==> config.mk <==
export PLATFORM = sky130hd
export DESIGN_NAME = idle_lock_descrambler
export DESIGN_NICKNAME = d
export VERILOG_FILES = /design/src/rtl/idle_lock_descrambler.sv
export SDC_FILE = /design/constraint.sdc
export NUM_CORES = 1
export LEC_CHECK = 0
export BUFFER_PORTS_ARGS = -buffer_cell sky130_fd_sc_hd__buf_4
export CAP_MARGIN = 25
export CORE_ASPECT_RATIO = 0.5
export CORE_MARGIN = 2
export CORE_UTILIZATION = 55
export CTS_CLUSTER_DIAMETER = 50
export CTS_CLUSTER_SIZE = 28
export DETAILED_ROUTE_END_ITERATION = 7
export PLACE_DENSITY = 0.72
export SETUP_SLACK_MARGIN = 0.3
export SYNTH_ARGS = -nofsm -noshare
export SYNTH_HDL_FRONTEND = slang
export SYNTH_SLANG_ARGS = --single-unit
export TNS_END_PERCENT = 5
==> constraint.sdc <==
create_clock -name clk -period 3.2 [get_ports clk]
set_input_delay 0.64 -clock clk [delete_from_list [all_inputs] [get_ports clk]]
set_output_delay 0.64 -clock clk [all_outputs]
set_load 0.01 [all_outputs]
==> src/rtl/idle_lock_descrambler.sv <==
module idle_lock_descrambler #(
  parameter int LFSR_LEN = 11,
  parameter int TAP_NEAR = 9,
  parameter int TAP_FAR  = 11,
  parameter int ACQ_BITS = 50,
  parameter int RUN_BITS = 10,
  parameter int HOLD_TMO = 4096
) (
  input  logic       clk,
  input  logic       rst_n,
  input  logic [1:0] mode,
  input  logic       clk_det,
  input  logic       sig_det,
  input  logic       in_valid,
  input  logic       in_bit,
  output logic       out_valid,
  output logic       out_bit,
  output logic       locked
);
  localparam int CNT_MAX = (ACQ_BITS > RUN_BITS) ? ACQ_BITS : RUN_BITS;
  localparam int CW = $clog2(CNT_MAX + 1);
  localparam int TW = $clog2(HOLD_TMO + 1);
  localparam logic [CW-1:0] ACQ_LIM = CW'(ACQ_BITS);
  localparam logic [CW-1:0] RUN_LIM = CW'(RUN_BITS);
  localparam logic [TW-1:0] TMO_LD  = TW'(HOLD_TMO);

  logic [LFSR_LEN-1:0] hyp_sr, trk_sr;
  logic [CW-1:0] cnt;
  logic [TW-1:0] tmr;
  logic line_prev;

  wire line_nrzi   = (mode == 2'b00);
  wire out_nrzi    = ~mode[1];
  wire transparent = &mode;
  wire det_ok      = clk_det & sig_det;

  wire nrz    = line_nrzi ? (in_bit ^ line_prev) : in_bit;
  wire pred   = hyp_sr[TAP_NEAR-1] ^ hyp_sr[TAP_FAR-1];
  wire hyp    = nrz ^ pred;
  wire trk_fb = trk_sr[TAP_NEAR-1] ^ trk_sr[TAP_FAR-1];
  wire plain  = nrz ^ trk_fb;
  wire trk_in = locked ? ~trk_fb : nrz;

  wire            run_bit = locked ? plain : hyp;
  wire [CW-1:0]   run_lim = locked ? RUN_LIM : ACQ_LIM;
  logic [CW-1:0]  cnt_nxt;
  always_comb begin
    if (!run_bit)            cnt_nxt = '0;
    else if (cnt >= run_lim) cnt_nxt = run_lim;
    else                     cnt_nxt = cnt + 1'b1;
  end

  always_ff @(posedge clk) begin
    if (!rst_n) begin
      hyp_sr    <= '0;
      trk_sr    <= '0;
      line_prev <= 1'b0;
      out_valid <= 1'b0;
      out_bit   <= 1'b0;
    end else begin
      out_valid <= in_valid;
      if (in_valid) begin
        line_prev <= in_bit;
        hyp_sr    <= {hyp_sr[LFSR_LEN-2:0], nrz};
        trk_sr    <= {trk_sr[LFSR_LEN-2:0], trk_in};
        if (transparent)   out_bit <= in_bit;
        else if (out_nrzi) out_bit <= out_bit ^ plain;
        else               out_bit <= plain;
      end
    end
  end

  always_ff @(posedge clk) begin
    if (!rst_n || !det_ok) begin
      locked <= 1'b0;
      cnt    <= '0;
      tmr    <= '0;
    end else if (in_valid) begin
      if (!locked) begin
        if (cnt_nxt == ACQ_LIM) begin
          locked <= 1'b1;
          cnt    <= '0;
          tmr    <= TMO_LD;
        end else begin
          cnt <= cnt_nxt;
        end
      end else begin
        cnt <= cnt_nxt;
        if (cnt_nxt == RUN_LIM) begin
          tmr <= TMO_LD;
        end else if (tmr <= TW'(1)) begin
          locked <= 1'b0;
          cnt    <= '0;
        end else begin
          tmr <= tmr - 1'b1;
        end
      end
    end
  end
endmodule

Word level (Yosys, flattened, before mapping)
Cells that the tools add are included.

Multiplexer cells: 20. Reductions and logical operators: 7. Magnitude comparators: 2. Bitwise gates (word level): 8. Add/subtract/negate cells: 2. Eq/ne operators: 3.

Operators by type and width (count): $mux W13 (4); $mux W6 (7); $le A13 B1 Y1 const B (1); $sub A13 B1 Y13 const B (1); $mux W1 (9); $add A6 B1 Y6 const B (1); $eq A6 B4 Y1 const B (1); $eq A6 B6 Y1 const B (1); $ge A6 B6 Y1 (1); $xor A1 B1 Y1 (6); $ne A3 B3 Y1 const B (1); $reduce_and A3 Y1 (1); $logic_not A1 Y1 (2); $logic_not A2 Y1 (1); $reduce_and A2 Y1 (1); $reduce_bool A2 Y1 (1); $and A1 B1 Y1 (1); $logic_or A1 B1 Y1 (1); $not A1 Y1 (1).

Bits in registers: 45. Input bits: 8.

Depth between registers and ports, before layout
Depth in word-level cells: 8. Gate-level depth with buffers: 10. Gate-level depth less buffers: 8.

Worst setup path after synthesis
No wires, ideal clock.

Kind: register to register. Start point: register locked. End point: register tmr[2]. Data arrival time: 2.635 ns. Buffers on the path: 2. Slack: 0.494 ns. Setup time: 0.071 ns. Stages on the path, launching flop included: 11. Path through: dfxtp_1 -> buf_2 -> clkinv_1 -> ha_1 -> and3_1 -> a221o_1 -> nor3_1 -> a221o_1 -> buf_6 -> or4_1 -> a21oi_1.

Cells in the longest elaborated chain, start to end: 7.

RTL lines: start: declaration (line 18) `output logic locked`; start signal: assignment (line 75) `locked <= 1'b0;`; start signal: assignment (line 81) `locked <= 1'b1;`; start signal: assignment (line 92) `locked <= 1'b0;`; $mux W6 (line 45) `wire [CW-1:0] run_lim = locked ? RUN_LIM : ACQ_LIM;`; $ge A6 B6 Y1 (line 49) `else if (cnt >= run_lim) cnt_nxt = run_lim;`; $mux W6 (line 49); $mux W6 (line 48) `if (!run_bit) cnt_nxt = '0;`; $eq A6 B4 Y1 or $eq A6 B6 Y1 (tied branches) (line 89, 80); $ne A3 B3 Y1 (no source line), or another cell as far along; $reduce_and A3 Y1 (no source line) or $mux W13 (tied branches); end signal: assignment (line 95) `tmr <= tmr - 1'b1;`; end: declaration (line 29) `logic [TW-1:0] tmr;`.

Parallel ways exist; a longest one is shown, timed or not. A chain may end at the register's enable or synchronous reset.

Worst setup path after layout
Start point: register locked. End point: register tmr[4].

Same word-level chain as after synthesis.

==> impl_metrics.csv <==
group,metric,value,unit
sta,finalSetupViolations,0,
sta,hold_viol,0,
yosys,ys_seq_elements,45,
yosys,syn_area,2420,um^2
pwr,power,1.02,mW
drt,via_per_inst,5.86,
floorplan,rows,16,
sta,tightest_slew,0.784,ns
global_route,grtUsageTotal,20.4,%
drt,vias,1991,
clock_tree,hold_buffers,0,
clock_tree,cts_max_path_buffers,2,
yosys,ys_types,50,
clock_tree,cts.repair.resized,0,
sta,finalSetupTns,0,ns
floorplan,design.core.area,4060,um^2
finish,antenna_cells,0,
global_route,antenna_found_initial,0,
pwr,p_leak,1.08,nW
global_route,grt_pass1_wl,8.33,mm
worst_hold_path,min_path_type,"register to register",
pwr,p_sw,0.248,mW
sta,skew,0.00878,ns
clock_tree,worstSkewPairLatency,0.30,ns
floorplan,dieArea,4990,um^2
placed_design,gp_congestion,0.907,
yosys,async_flop_share,0,%
global_route,grt_remaining_overflow,0,
drt,ant_nets,0,
worst_setup_path,reg2reg_slack,0.49,ns
worst_setup_path,crit_path_end_kind,"register",
floorplan,start_util,59.7,%
clock_tree,cts_sinks,45,
yosys,yosysWarnings,0,
sta,drv_slew,0,
clock_tree,htreeDepth,2,
pwr,p_comb_share,7.1,%
yosys,synth_ff_type,"dfxtp_1",
finish,syn_to_final_growth,8.62,%
pwr,p_int,0.777,mW
floorplan,die_width,97.9,um
yosys,postSynthAreaPerCell,8.66,um^2
clock_tree,cts.clk_slew.worst_paths,0.09,ns
pwr,pwr_density_cell,389,nW/um^2
finish,nFillCells,350,
placed_design,post-dp-hpwl,3.49,mm
clock_tree,post_cts_buffers,0,
pwr,seqPwrFrac,55.8,%
pwr,p_sw_share,24.2,%
finish,nNetsFinal,300,
finish,drive_gt1_share,10.8,%
pwr,pwr-share-clk,37.1,%
floorplan,die_y,51.0,um
sta,relSlewSlack,47.3,%
global_route,grt_max_degree,28,
finish,mostFrequentLayoutCells,"44 x dfxtp_1, 23 x mux2i_1, 23 x nor2b_1",
worst_setup_path,required,3.42,ns
drt,totalWireLength,4.85,mm
yosys,synth_cells,280,
yosys,yosysSeqAreaShare,37.2,%
sta,fmax,370,MHz
drt,dr.pass1.iters,4,
worst_setup_path,critPathKind,"register to register",
drt,drt_iter0_markers,120,
run_status,status,"complete, no violations",
placed_design,numPortBuffers,10,
sta,period_share,84.5,%
worst_setup_path,worstPathMaxFanout,14,
sta,fin_crit,2.71,ns
finish,layout_commonest_cell,"dfxtp_1",
pwr,irDropWorstVdd,0.286,mV
sta,rsz0062_at_grt,"false",
drt,wl_per_cell,14.3,um
drt,drc,0,
clock_tree,root_buffer,"clkbuf_8",
floorplan,ios,11,
worst_setup_path,cp-start-kind,"register",
global_route,grt_pass1_vias,1856,
yosys,synth_edf_count,0,
clock_tree,cts_tree,"yes",
worst_setup_path,crit_arrival,2.93,ns
flow_run,maxCapViolations,0,
clock_tree,numCtsBuffers,5,
yosys,syn_nets,295,
-- layer usage --
| layer | track usage [%] | vias to the layer above | wire length, um |
|---|---|---|---|
| li1 | - | 1024 | - |
| met1 | 26.8 | 934 | 2360 |
| met2 | 34.8 | 31 | 2260 |
| met3 | 5.20 | 2 | 223 |
| met4 | 3.94 | 0 | 4 |
| met5 | 0 | - | 0 |
-- cells by family after synthesis --
group | Yosys count | synth area share (%)
and+or+nand+nor | 101 | 22.6
AOI/OAI and AO/OA | 68 | 18.9
DFF | 45 | 37.2
buffers and inverters | 26 | 4.49
muxes | 24 | 9.96
xor gates and xnor gates | 9 | 3.25
adders and majority gates | 7 | 3.61
-- path summary, 6_finish.rpt --
| kind | startpoint | end | cells after the start |
|---|---|---|---|
| min reg2reg | tmr[5]$_SDFFE_PP0P_ | tmr[5]$_SDFFE_PP0P_ | 2 |
| max | locked$_SDFFE_PP0P_ | tmr[4]$_SDFFE_PP0P_ | 8 |
| max reg2reg | locked$_SDFFE_PP0P_ | tmr[4]$_SDFFE_PP0P_ | 8 |
| min | tmr[5]$_SDFFE_PP0P_ | tmr[5]$_SDFFE_PP0P_ | 2 |
-- through the flow --
step	worst slack (ns)	instances	cell area (um^2)	util, %	hold slack, ns
after CTS	0.422	340	2630	64.6	0.485
after global placement	0.473	332	2530	62.2	0.455
after global routing	0.325	340	2630	64.8	0.521
after floorplan	0.494	280	2420	-	0.446
after detailed placement	0.412	332	2530	62.2	0.474
final	0.495	340	2630	64.8	0.489
-- flip-flops by register name, indices dropped and copies added (netlist names) --
| signal | cells |
|---|---|
| cnt | 6 |
| hyp_sr | 11 |
| line_prev | 1 |
| locked | 1 |
| out_bit | 1 |
| out_valid | 1 |
| tmr | 13 |
| trk_sr | 11 |
-- Yosys cell counts (all sizes together) (2+ instances only) --
library cell | number | area (um^2)
dfxtp | 45 | 901
mux2i | 23 | 230
nor2b | 23 | 144
nand2 | 21 | 78.8
a21oi | 17 | 85.1
nor2 | 15 | 58.8
o21ai | 12 | 60.1
clkbuf | 10 | 37.5
inv | 9 | 33.8
and3 | 7 | 43.8
ha | 7 | 87.6
nand3 | 7 | 35.0
nor3 | 7 | 35.0
or4 | 7 | 52.6
xnor2 | 7 | 61.3
buf | 6 | 33.8
o31ai | 6 | 45.0
a211oi | 4 | 30.0
a31oi | 4 | 25.0
o21a | 4 | 30.0
nand2b | 3 | 18.8
nor4 | 3 | 18.8
o22ai | 3 | 18.8
a21boi | 2 | 15.0
a221o | 2 | 20.0
o211a | 2 | 20.0
o211ai | 2 | 15.0
o2bb2ai | 2 | 17.5
or3 | 2 | 12.5
xor2 | 2 | 17.5
-- power groups by stage --
stage                     Sequential, mW  Clock [mW]  Combinational (mW)
final                              0.572       0.380              0.0729
after global routing               0.573       0.410              0.0804
after CTS                          0.572       0.392              0.0723
after detailed placement           0.585           0              0.0723
after global placement             0.585           0              0.0707
after floorplan                    0.584           0              0.0535
-- critical path, stage by stage, from the launching register on --
cell and delay, ns:
dfxtp_1 0.35, clkinv_1 0.21, ha_1 0.35, and3_1 0.19
a221o_1 0.29, nor3_1 0.08, a221o_2 0.48, or4_1 0.53
a21oi_1 0.15
-- area by class of cell --
| class | instances | area [um^2] | share of cell area (%) |
|---|---|---|---|
| clock buffers | 6 | 82.6 | 3.14 |
| flip-flops and latches | 45 | 902 | 34.3 |
| clock inverters | 2 | 16.3 | 0.618 |
| inverters | 10 | 37.5 | 1.43 |
| multi-input cells | 209 | 1420 | 54.0 |
| well taps | 54 | 67.6 | 2.57 |
| repair buffers | 14 | 105 | 3.99 |
Power figures use the tool's default switching activity.
